## config.mk

```make
export PLATFORM = sky130hd
export DESIGN_NAME = vec_irq_arbiter
export DESIGN_NICKNAME = d
export VERILOG_FILES = /design/src/rtl/via_pkg.sv /design/src/rtl/via_select.sv /design/src/rtl/via_vec_table.sv /design/src/rtl/via_level_stack.sv /design/src/rtl/vec_irq_arbiter.sv
export SDC_FILE = /design/constraint.sdc
export NUM_CORES = 1
export LEC_CHECK = 0
export ABC_AREA = 1
export ABC_CLOCK_PERIOD_IN_PS = 10900
export BUFFER_PORTS_ARGS = -buffer_cell sky130_fd_sc_hd__clkbuf_2
export CAP_MARGIN = 20
export CORE_MARGIN = 2
export CORE_UTILIZATION = 50
export CTS_CLUSTER_DIAMETER = 80
export DETAILED_ROUTE_END_ITERATION = 6
export PLACE_DENSITY = 0.78
export RECOVER_POWER = 25
export SETUP_SLACK_MARGIN = 0.1
export SLEW_MARGIN = 10
export SYNTH_ARGS = -nofsm -noshare
export SYNTH_HDL_FRONTEND = slang
export SYNTH_HIERARCHICAL = 1
export SYNTH_SLANG_ARGS = --single-unit
```

## constraint.sdc

```tcl
create_clock -name clk -period 10.9 [get_ports clk]
set_clock_uncertainty 0.15 [all_clocks]
set_input_delay 1.635 -clock clk [delete_from_list [all_inputs] [get_ports clk]]
set_output_delay 1.635 -clock clk [all_outputs]
set_load 0.005 [all_outputs]
```

## src/rtl/via_pkg.sv

```systemverilog
package via_pkg;
  // Action applied to the running level in a cycle, resolved in priority order.
  typedef enum logic [1:0] {
    LVL_HOLD  = 2'd0,
    LVL_PUSH  = 2'd1,
    LVL_POP   = 2'd2,
    LVL_WRITE = 2'd3
  } lvl_act_e;
endpackage

```

## src/rtl/via_select.sv

```systemverilog
module via_select #(
  parameter int NUM_SRC = 8,
  parameter int PRIO_W  = 3,
  localparam int CODE_W = $clog2(NUM_SRC)
) (
  input  logic [NUM_SRC-1:0]        req,
  input  logic [NUM_SRC*PRIO_W-1:0] prio_flat,
  input  logic [PRIO_W-1:0]         cur_lvl,
  output logic                      found,
  output logic [CODE_W-1:0]         win_idx,
  output logic [PRIO_W-1:0]         win_prio
);
  logic [PRIO_W-1:0] prio_arr [NUM_SRC];

  for (genvar g = 0; g < NUM_SRC; g++) begin : g_unpack
    assign prio_arr[g] = prio_flat[g*PRIO_W +: PRIO_W];
  end

  // Linear scan: strict "greater" keeps the lowest index among equals.
  always_comb begin
    found    = 1'b0;
    win_idx  = '0;
    win_prio = '0;
    for (int i = 0; i < NUM_SRC; i++) begin
      if (req[i] && (prio_arr[i] > cur_lvl) && (!found || (prio_arr[i] > win_prio))) begin
        found    = 1'b1;
        win_idx  = CODE_W'(i);
        win_prio = prio_arr[i];
      end
    end
  end
endmodule

```

## src/rtl/via_vec_table.sv

```systemverilog
module via_vec_table #(
  parameter int DEPTH  = 8,
  parameter int DATA_W = 32,
  localparam int IDX_W = $clog2(DEPTH)
) (
  input  logic              clk,
  input  logic              rst_n,
  input  logic              wr_en,
  input  logic [IDX_W-1:0]  wr_idx,
  input  logic [DATA_W-1:0] wr_data,
  input  logic [IDX_W-1:0]  rd_idx,
  output logic [DATA_W-1:0] rd_data
);
  logic [DATA_W-1:0] mem [DEPTH];

  for (genvar g = 0; g < DEPTH; g++) begin : g_entry
    always_ff @(posedge clk) begin
      if (!rst_n)                                  mem[g] <= '0;
      else if (wr_en && (wr_idx == IDX_W'(g)))     mem[g] <= wr_data;
    end
  end

  assign rd_data = mem[rd_idx];
endmodule

```

## src/rtl/via_level_stack.sv

```systemverilog
module via_level_stack
  import via_pkg::*;
#(
  parameter int PRIO_W = 3,
  parameter int DEPTH  = 4,
  localparam int PTR_W = $clog2(DEPTH),
  localparam int CNT_W = $clog2(DEPTH + 1)
) (
  input  logic              clk,
  input  logic              rst_n,
  input  lvl_act_e          act,
  input  logic [PRIO_W-1:0] new_lvl,
  output logic [PRIO_W-1:0] cur_lvl,
  output logic              full,
  output logic              empty
);
  logic [PRIO_W-1:0] saved [DEPTH];
  logic [CNT_W-1:0]  cnt;
  logic [PTR_W-1:0]  wr_ptr;
  logic [PTR_W-1:0]  rd_ptr;

  assign full   = (cnt == CNT_W'(DEPTH));
  assign empty  = (cnt == '0);
  assign wr_ptr = cnt[PTR_W-1:0];
  assign rd_ptr = wr_ptr - 1'b1;

  always_ff @(posedge clk) begin
    if (!rst_n) begin
      cur_lvl <= '0;
      cnt     <= '0;
      for (int i = 0; i < DEPTH; i++) saved[i] <= '0;
    end else begin
      unique case (act)
        LVL_PUSH: if (!full) begin
          saved[wr_ptr] <= cur_lvl;
          cnt           <= cnt + 1'b1;
          cur_lvl       <= new_lvl;
        end
        LVL_POP: if (!empty) begin
          cur_lvl <= saved[rd_ptr];
          cnt     <= cnt - 1'b1;
        end
        LVL_WRITE: cur_lvl <= new_lvl;
        default: ;
      endcase
    end
  end
endmodule

```

## src/rtl/vec_irq_arbiter.sv

```systemverilog
module vec_irq_arbiter
  import via_pkg::*;
#(
  parameter int           NUM_SRC   = 8,
  parameter int           PRIO_W    = 3,
  parameter int           ADDR_W    = 32,
  parameter int           NEST_MAX  = 4,
  parameter logic [31:0]  VEC_BASE  = 32'h0000_0100,
  localparam int          CODE_W    = $clog2(NUM_SRC)
) (
  input  logic                      clk,
  input  logic                      rst_n,
  input  logic [NUM_SRC-1:0]        src_req,
  input  logic [NUM_SRC*PRIO_W-1:0] src_prio,
  input  logic                      lvl_wr_en,
  input  logic [PRIO_W-1:0]         lvl_wr_data,
  input  logic                      irq_ready,
  input  logic                      ret_strobe,
  input  logic                      cfg_wr_en,
  input  logic [CODE_W-1:0]         cfg_wr_idx,
  input  logic [ADDR_W-1:0]         cfg_wr_data,
  output logic                      irq_valid,
  output logic [CODE_W-1:0]         irq_code,
  output logic [ADDR_W-1:0]         irq_vec_addr,
  output logic [ADDR_W-1:0]         irq_handler,
  output logic [PRIO_W-1:0]         cur_level
);
  logic              cand_found;
  logic [CODE_W-1:0] cand_idx;
  logic [PRIO_W-1:0] cand_prio;
  logic [ADDR_W-1:0] tbl_rd;
  logic [PRIO_W-1:0] held_prio;
  logic              stk_full;
  logic              stk_empty;
  logic              accept;
  logic              load;
  lvl_act_e          lvl_act;
  logic [PRIO_W-1:0] lvl_new;

  via_select #(.NUM_SRC(NUM_SRC), .PRIO_W(PRIO_W)) u_select (
    .req      (src_req),
    .prio_flat(src_prio),
    .cur_lvl  (cur_level),
    .found    (cand_found),
    .win_idx  (cand_idx),
    .win_prio (cand_prio)
  );

  via_vec_table #(.DEPTH(NUM_SRC), .DATA_W(ADDR_W)) u_table (
    .clk    (clk),
    .rst_n  (rst_n),
    .wr_en  (cfg_wr_en),
    .wr_idx (cfg_wr_idx),
    .wr_data(cfg_wr_data),
    .rd_idx (cand_idx),
    .rd_data(tbl_rd)
  );

  assign accept = irq_valid && irq_ready;
  assign load   = !irq_valid && cand_found && !stk_full;

  // Accept beats return, return beats direct write.
  always_comb begin
    if (accept)          lvl_act = LVL_PUSH;
    else if (ret_strobe) lvl_act = LVL_POP;
    else if (lvl_wr_en)  lvl_act = LVL_WRITE;
    else                 lvl_act = LVL_HOLD;
    lvl_new = accept ? held_prio : lvl_wr_data;
  end

  via_level_stack #(.PRIO_W(PRIO_W), .DEPTH(NEST_MAX)) u_level (
    .clk    (clk),
    .rst_n  (rst_n),
    .act    (lvl_act),
    .new_lvl(lvl_new),
    .cur_lvl(cur_level),
    .full   (stk_full),
    .empty  (stk_empty)
  );

  // Registered offer; frozen while the core back-pressures.
  always_ff @(posedge clk) begin
    if (!rst_n) begin
      irq_valid    <= 1'b0;
      irq_code     <= '0;
      irq_vec_addr <= '0;
      irq_handler  <= '0;
      held_prio    <= '0;
    end else if (accept) begin
      irq_valid <= 1'b0;
    end else if (load) begin
      irq_valid    <= 1'b1;
      irq_code     <= cand_idx;
      irq_vec_addr <= ADDR_W'(VEC_BASE) + (ADDR_W'(cand_idx) << 2);
      irq_handler  <= tbl_rd;
      held_prio    <= cand_prio;
    end
  end
endmodule

```

==> results of run 1 <==
[registers in the layout, indices dropped and copies added, names as in the netlist]
register         flops
irq_handler         32
irq_code             2
irq_valid            1
u_level/cnt          3
held_prio            3
u_level/saved       12
u_level/cur_lvl      3
irq_vec_addr         2
u_table/mem        256
[metal layers]
metal  vias up  GRT usage  wire length [µm]
li1       6665          -                 -
met1      6505      0.332             18300
met2       914      0.414             22300
met3       159     0.0352              5650
met4         0     0.0878              1620
met5         -          0                 0
[worst min-delay path: stages, from the launching register on]
cell and delay, ns:
dfxtp_1 0.30, inv_1 0.05, a21boi_1 0.05
[timing repair]
item                       in CTS  in global routing
resized for setup               0                 53
setup buffers                   0                  4
setup endpoints to repair       0                 38
[stage by stage]
step                       util  instances  instance area [µm²]  setup TNS (ns)
after global placement    0.534       2625                17800               0
after detailed placement  0.534       2625                17800           -4.92
after floorplan               -       2147                17000               0
after CTS                 0.565       2682                18900               0
final                     0.577       2696                19200               0
after global routing      0.577       2696                19200        -0.00279
[final timing paths]
| path | startpoint | end | slack [ns] | cells after the start |
|---|---|---|---|---|
| max | src_prio[2] | irq_handler[15]$_SDFFE_PN0P_ | 0.57 | 75 |
| max reg2reg | u_level/cur_lvl[2]$_SDFFE_PN0P_ | irq_handler[15]$_SDFFE_PN0P_ | 1.01 | 75 |
| min | irq_vec_addr[8]$_SDFFE_PN0P_ | irq_vec_addr[8]$_SDFFE_PN0P_ | 0.30 | 2 |
| min reg2reg | irq_vec_addr[8]$_SDFFE_PN0P_ | irq_vec_addr[8]$_SDFFE_PN0P_ | 0.30 | 2 |
[final cells by class]
| type | count | share of cell area |
|---|---|---|
| clock inverter | 21 | 0.0112 |
| tap | 448 | 0.0291 |
| multi-input combinational | 1330 | 0.315 |
| clock buffer | 36 | 0.0434 |
| inverter | 384 | 0.0760 |
| timing repair buffer | 163 | 0.0589 |
| sequential | 314 | 0.466 |
==> summary.md, run 1 <==
| Metric | Value |
|---|---|
| DR vias/cell | 5.28 |
| Drt first pass iters | 7 |
| Commonest non-fill, non-tap cell in the layout | nand2_1 |
| Initial DRC count | 1,425 |
| Ratio of cells with drive above 1 in the final layout | 0.114 |
| Most frequent cells in the layout | nand2_1, inv_1, nor2_1 |
| Worst-Skew Late Latency | 0.57 ns |
| Sequential cell area | 8970 µm² |
| Buffers & Inverters on Critical Path | 7 |
| Warnings, synthesis | 6 |
| Remaining Overflow, GRT | 0 |
| Root Driver | clkbuf_16 |
| Post-Syn Instances | 2,120 |
| Ant diodes | 0 |
| Max clock buf depth | 3 |
| IO Port Bufs | 118 |
| Hold WC Path Type | reg -> reg |
| H-tree levels | 1 |
| Final Critical Period | 10.33 ns |
| Die area | 35,300 µm² |
| Total GRT Usage | 0.248 |
| Starting Density | 0.506 |
| Syn avg cell area | 7.97 µm² |
| Clk pin slew, worst setup/hold paths | 0.06 ns |
| Endpoints failing hold | 0 |
| CP max FO | 16 |
| Max-cap violations | 12 |
| Highest-delay cell along the critical path | ha_1 |
| Post-layout nets | 2,347 |
| Final cycle utilization of the critical path | 0.948 |
| Failing checks | design-rule violations, max-capacitance violations, max-slew violations |
| Worst-margin pin slew | 3.72 ns |
| First-pass GRT wire length | 69,100 µm |
| Core area | 33,400 µm² |
| Via Count | 14,200 |
| Fillers | 2,824 |
| Mean routed wirelength per cell | 17.7 µm |
| Largest net degree at the start of global routing | 85 |
| Cts hold-fix bufs | 0 |
| WP data required | 11.24 ns |
| Slowest stage delay, CP | 0.33 ns |
| Kind of critical path | in -> reg |
| Setup-failing EPs final | 0 |
| CTS tree | yes |
| Max-slew violation count | 431 |
| CP delay by family, top | simple AND/OR/NAND/NOR gates |
| Final WS setup | 0.568 ns |
| Die height | 188 µm |
| IO Count | 147 |
| Number of routed nets with antenna violations | 0 |
| Initial antenna violation count | 0 |
| Row cnt | 67 |
| Gpl congestion | 0.927 |
| Area delta synth->final | 13.9% |
| Clk sinks | 314 |
| Multi-input logic area | 6060 µm² |
| Worst Hold Margin | 0.303 ns |
| # DRC | 9 |
| Number of global-route vias before repair | 13,400 |
| Routed wire length | 47,800 µm |
| Slew HR | -1.48 |
| Pre-CTS setup slack | -0.213 ns |
| Die Wd | 188 µm |
| TritonCTS Buffers | 31 |
| Setup crit start kind | primary input |
| Critical Path AT | 10.68 ns |
| Cell mode on critical path | nand2_1 |
| Placed wire-length estimate | 25,100 µm |
| Outcome | complete, but fails checks |
| Kind of end point of the critical path | register |
| Max Freq | 0.0968 GHz |
| Netlist Area Pre-Place | 16,900 µm² |
Power of run 1 is not shown: default switching activity piles up to over one toggle a cycle in this logic, so the estimate is an artifact.
==> run 2: changes to the inputs <==
--- a/config.mk
+++ b/config.mk
@@ -15,6 +15,7 @@
 export DETAILED_ROUTE_END_ITERATION = 6
 export PLACE_DENSITY = 0.78
 export RECOVER_POWER = 25
+export REMOVE_ABC_BUFFERS = 1
 export SETUP_SLACK_MARGIN = 0.1
 export SLEW_MARGIN = 10
 export SYNTH_ARGS = -nofsm -noshare
==> run 2 against run 1 <==
Net effect: the flow finishes with violations (max-capacitance violations, max-slew violations); die area stayed put; worst hold slack worse by 0.0038 ns; sequential share of layout area fell by 0.40 points; flip-flop and latch count unchanged; setup slack worse by 0.16 ns; cell count about the same; critical path depth is the same.
==> summary.md, run 2 (same netlist as run 1, synthesis figures left out) <==
| Metric | Value |
|---|---|
| Outcome | complete, but fails checks |
| Failing checks | max-capacitance violations, max-slew violations |
| Number of global-route vias before repair | 13,600 (+1.1%) |
| First-pass GRT wire length | 67,600 µm (-2.2%) |
| Max-cap violations | 10 (-2) |
| Most frequent cells in the layout | nand2_1, inv_1, nor2_1 |
| Kind of critical path | in -> reg |
| Max-slew violation count | 330 (-23%) |
| Worst-Skew Late Latency | 0.53 ns (-0.04 ns) |
| Clk pin slew, worst setup/hold paths | 0.06 ns (about the same) |
| Die Wd | 188 µm (unchanged) |
| H-tree levels | 2 (+1) |
| Hold Crit Start | irq_vec_addr[8]$_SDFFE_PN0P_ |
| Number of flip-flops in the largest register | 256 (unchanged) |
| Starting Density | 0.506 (unchanged) |
| Final WS setup | 0.406 ns (-0.162 ns) |
| TritonCTS Buffers | 34 (+9.7%) |
| Ant diodes | 0 (unchanged) |
| IO Port Bufs | 118 (unchanged) |
| Final cycle utilization of the critical path | 0.963 (+0.0148) |
| Root Driver | clkbuf_16 |
| WP data required | 11.21 ns (-0.03 ns) |
| Top flop regs | u_table/mem (256), irq_handler (32), u_level/saved (12) |
| Endpoints failing hold | 0 (unchanged) |
| Pre-CTS setup slack | -0.155 ns (+0.0579 ns) |
| Kind of end point of the critical path | register |
| Worst Hold Depth | 2 (unchanged) |
| Hold Path Sink | irq_vec_addr[8]$_SDFFE_PN0P_ |
| Routed wire length | 45,800 µm (-4.2%) |
| Cell mode on critical path | nand2_1 |
| Die area | 35,300 µm² (unchanged) |
| Largest Register | u_table/mem |
| Post-layout nets | 2,346 (-0.043%) |
| Slowest stage delay, CP | 0.31 ns (-0.02 ns) |
| Highest-delay cell along the critical path | ha_1 |
| Reg2reg start | u_level/cur_lvl[2]$_SDFFE_PN0P_ |
| Total GRT Usage | 0.241 (-0.00679) |
| CP delay by family, top | simple AND/OR/NAND/NOR gates |
| Final Critical Period | 10.49 ns (+0.162 ns) |
| Placed wire-length estimate | 23,500 µm (-6.2%) |
| Core area | 33,400 µm² (unchanged) |
| CP max FO | 8 (-8) |
| Initial antenna violation count | 0 (unchanged) |
| Remaining Overflow, GRT | 0 (unchanged) |
| Buffers & Inverters on Critical Path | 7 (unchanged) |
| Largest net degree at the start of global routing | 72 (-15%) |
| Die height | 188 µm (unchanged) |
| Max Freq | 0.0953 GHz (-1.5%) |
| DR vias/cell | 5.29 (+0.16%) |
| Reg-to-reg endpoint | irq_handler[18]$_SDFFE_PN0P_ |
| Gpl congestion | 0.853 (-8.0%) |
| Initial DRC count | 1,533 (+7.6%) |
| Slew HR | -0.806 (+0.677) |
| Setup-failing EPs final | 0 (unchanged) |
| Worst-margin pin slew | 2.71 ns (-1.02 ns) |
| IO Count | 147 (unchanged) |
| Final core occ | 0.582 (+0.00499) |
| CTS tree | yes |
| Via Count | 14,300 (+0.13%) |
| R2R cell count | 75 (unchanged) |
| Commonest non-fill, non-tap cell in the layout | nand2_1 |
| Max clock buf depth | 3 (unchanged) |
| Row cnt | 67 (unchanged) |
| Worst R2R Setup Slack | 0.94 ns (-0.07 ns) |
| Number of routed nets with antenna violations | 0 (unchanged) |
| Start point of the critical path | src_prio[2] |
| Cts hold-fix bufs | 0 (unchanged) |
| Drt first pass iters | 6 (-1) |
| Hold WC Path Type | reg -> reg |
| Critical Path AT | 10.80 ns (+0.12 ns) |
| Setup crit start kind | primary input |
| Mean routed wirelength per cell | 17.0 µm (-4.2%) |
| Ratio of cells with drive above 1 in the final layout | 0.124 (+0.00984) |
| Area delta synth->final | 14.8% |
| # DRC | 0 (-9) |
| Clk sinks | 314 (unchanged) |
==> run 2: tightest hold or removal path, delay by kind of cell, from the launching register on <==
| family | cells | cell delay (ns) |
|---|---|---|
| DFF | 1 | 0.31 |
| AOI/OAI and AO/OA | 1 | 0.05 |
| buffers and inverters | 1 | 0.05 |
==> run 2: layout make-up <==
type | instances | area, µm²
fill | 2809 | 14000
sequential | 314 | 8970
multi-input combinational | 1330 | 6140
inverter | 384 | 1460
timing repair buffer | 159 | 1110
clock buffer | 41 | 938
tap | 448 | 561
clock inverter | 19 | 224
==> run 2: repair_timing <==
action	in CTS	in global routing
resized for setup	0	52
hold endpoints to repair	0	0
endpoints found under the setup margin	0	38
buffers inserted	0	3
==> run 2: worst max path at each step <==
stage | endpoint | cells after the start
6_report | irq_handler[18]$_SDFFE_PN0P_ | 75
5_1_grt | irq_handler[18]$_SDFFE_PN0P_ | 75
4_1_cts | irq_handler[26]$_SDFFE_PN0P_ | 76
3_5_place_dp | irq_handler[26]$_SDFFE_PN0P_ | 75
3_3_place_gp | irq_handler[28]$_SDFFE_PN0P_ | 75
2_1_floorplan | irq_handler[0]$_SDFFE_PN0P_ | 72
==> run 2: layer usage <==
layer  up-vias  GRT usage  share of wire  routed length, µm
met5         -          0              0                  0
met4         0     0.0866          0.038               1720
met3       183     0.0419           0.13               5800
met2       948      0.406           0.47              21400
met1      6468      0.314           0.37              16900
li1       6662          -              -                  -
==> run 2: stage by stage <==
stage / std cells / hold WS [ns] / area (µm²) / TNS, ns
floorplan: 2028 / 0.295 / 16300 / -94.94
global placement: 2623 / 0.285 / 17800 / 0
detailed placement: 2623 / 0.294 / 17800 / -3.49
CTS: 2683 / 0.303 / 19000 / 0
global route: 2695 / 0.332 / 19400 / -1.00
finish: 2695 / 0.299 / 19400 / 0
Power of run 2 is left out for the same reason.
==> run 3: changes to the inputs <==
--- a/config.mk
+++ b/config.mk
@@ -14,7 +14,7 @@
 export CTS_CLUSTER_DIAMETER = 80
 export DETAILED_ROUTE_END_ITERATION = 6
 export PLACE_DENSITY = 0.78
-export RECOVER_POWER = 25
+export RECOVER_POWER = 100
 export REMOVE_ABC_BUFFERS = 1
 export SETUP_SLACK_MARGIN = 0.1
 export SLEW_MARGIN = 10
==> run 3 against run 2 <==
Net effect: the flow still finishes with violations (max-capacitance violations, max-slew violations); cell count did not move; maximum frequency fell by 0.19%; clock-buffer cell count is the same; via count fell by 0.22%; global-route usage is the same; worst hold slack barely moved; sequential share of layout area rose by 0.20 points; flip-flop and latch count unchanged; die area stayed put; cell area down 0.44%; setup slack worse by 0.020 ns; routed wire length about the same; critical path type unchanged; critical endpoint is now irq_handler[31]$_SDFFE_PN0P_.
==> summary.md, run 3 (same netlist as run 1, synthesis figures left out) <==
| Metric | Value |
|---|---|
| Outcome | complete, but fails checks |
| Failing checks | max-capacitance violations, max-slew violations |
| Max clock buf depth | 3 (unchanged) |
| Hold Path Sink | irq_vec_addr[8]$_SDFFE_PN0P_ |
| Post-layout nets | 2,346 (unchanged) |
| Worst-margin pin slew | 2.69 ns (-0.0192 ns) |
| Fillers | 2,836 (+0.96%) |
| Initial antenna violation count | 0 (unchanged) |
| IO Port Bufs | 118 (unchanged) |
| IO Count | 147 (unchanged) |
| Setup-failing EPs final | 0 (unchanged) |
| Drt first pass iters | 6 (unchanged) |
| Endpoints failing hold | 0 (unchanged) |
| Most frequent cells in the layout | nand2_1, inv_1, nor2_1 |
| Die area | 35,300 µm² (unchanged) |
| Largest Register | u_table/mem |
| Die Wd | 188 µm (unchanged) |
| Max Freq | 0.0951 GHz (-0.19%) |
| Final cycle utilization of the critical path | 0.965 (+0.00185) |
| Highest-delay cell along the critical path | ha_1 |
| Hold Crit Start | irq_vec_addr[8]$_SDFFE_PN0P_ |
| Hold WC Path Type | reg -> reg |
| Max-cap violations | 18 (+8) |
| Final core occ | 0.579 (-0.00255) |
| Routed wire length | 45,700 µm (about the same) |
| Kind of critical path | in -> reg |
| Reg-to-reg endpoint | irq_handler[31]$_SDFFE_PN0P_ |
| Slowest stage delay, CP | 0.30 ns (about the same) |
| Number of routed nets with antenna violations | 0 (unchanged) |
| Number of flip-flops in the largest register | 256 (unchanged) |
| Cell Count, Final, Fillers Out | 2,695 (unchanged) |
| Clk sinks | 314 (unchanged) |
| Placed wire-length estimate | 23,500 µm (unchanged) |
| Remaining Overflow, GRT | 0 (unchanged) |
| Number of global-route vias before repair | 13,600 (unchanged) |
| Worst R2R Setup Slack | 0.89 ns (-0.05 ns) |
| Max-slew violation count | 598 (+81%) |
| Reg2reg start | u_level/cur_lvl[0]$_SDFFE_PN0P_ |
| Gpl congestion | 0.853 (unchanged) |
| Core area | 33,400 µm² (unchanged) |
| Cell mode on critical path | nand2_1 |
| R2R cell count | 73 (-2.7%) |
| Top flop regs | u_table/mem (256), irq_handler (32), u_level/saved (12) |
| Commonest non-fill, non-tap cell in the layout | nand2_1 |
| TritonCTS Buffers | 34 (unchanged) |
| Initial DRC count | 1,508 (-1.6%) |
| First-pass GRT wire length | 67,600 µm (unchanged) |
| Start point of the critical path | src_prio[2] |
| Final Critical Period | 10.51 ns (+0.0202 ns) |
| Via Count | 14,200 (-0.22%) |
| Kind of end point of the critical path | register |
| Mean routed wirelength per cell | 17.0 µm (about the same) |
| CP max FO | 31 (+23) |
| Worst-Skew Late Latency | 0.53 ns (about the same) |
| Ratio of cells with drive above 1 in the final layout | 0.109 (-0.0151) |
| Die height | 188 µm (unchanged) |
| Largest net degree at the start of global routing | 72 (unchanged) |
| Cts hold-fix bufs | 0 (unchanged) |
| Root Driver | clkbuf_16 |
| Area delta synth->final | 14.3% |
| Critical Path AT | 10.77 ns (-0.03 ns) |
| # DRC | 0 (unchanged) |
| WP data required | 11.16 ns (-0.05 ns) |
| Ant diodes | 0 (unchanged) |
| DP Cell Count | 2,623 (unchanged) |
| Setup crit start kind | primary input |
| Total GRT Usage | 0.241 (unchanged) |
| Clk pin slew, worst setup/hold paths | 0.06 ns (about the same) |
| Starting Density | 0.506 (unchanged) |
| Worst Hold Margin | 0.299 ns (-0.0000470 ns) |
| Slew HR | -0.793 (+0.0128) |
| H-tree levels | 2 (unchanged) |
| CTS tree | yes |
| DR vias/cell | 5.28 (-0.22%) |
| Row cnt | 67 (unchanged) |
| Worst Hold Depth | 2 (unchanged) |
==> run 3: cell types whose count changed in the layout (fill, tap and decap cells not counted), sizes merged <==
cell    delta
clkbuf     +8
buf        -8
==> run 3: repair_timing <==
item,in CTS,in global routing
resized for setup,0,52
setup buffers,0,3
setup endpoints to repair,0,38
==> run 3: stage by stage <==
stage	setup slack, ns	setup TNS (ns)	cell area [µm²]
global placement	0.367	0	17800
global route	-0.0850	-1.08	19300
CTS	0.295	0	19000
detailed placement	-0.155	-3.49	17800
finish	0.386	0	19300
floorplan	-2.96	-94.94	16300
==> run 3: area by class of cell <==
cell class	count	area, µm²	area share
Sequential cell	314	8970	0.464
Multi-Input combinational cell	1330	6120	0.317
Clock buffer	41	938	0.0486
Tap cell	448	561	0.0290
Timing Repair Buffer	159	1050	0.0544
Inverter	384	1460	0.0755
Clock inverter	19	224	0.0116
==> run 3: layer usage <==
metal,track usage,part of all wire
met2,0.406,0.47
met4,0.0866,0.037
met1,0.314,0.38
met5,0,0
met3,0.0419,0.11
==> run 3: worst max-delay path by stage <==
stage	endpoint	slack (ns)	cells after the start
3_3_place_gp	irq_handler[28]$_SDFFE_PN0P_	0.37	75
6_report	irq_handler[31]$_SDFFE_PN0P_	0.39	74
2_1_floorplan	irq_handler[0]$_SDFFE_PN0P_	-2.96	72
4_1_cts	irq_handler[26]$_SDFFE_PN0P_	0.30	76
3_5_place_dp	irq_handler[26]$_SDFFE_PN0P_	-0.15	75
5_1_grt	irq_handler[31]$_SDFFE_PN0P_	-0.09	75
==> run 3: critical path: cells and delay by family <==
family                   cells  cell delay (ns)
adder cells (fa/ha/maj)      8             2.16
buffers and inverters        6             0.73
AND/OR/NAND/NOR             51             5.06
AO/OA/AOI/OAI                9             1.13
Power of run 3 is left out for the same reason.
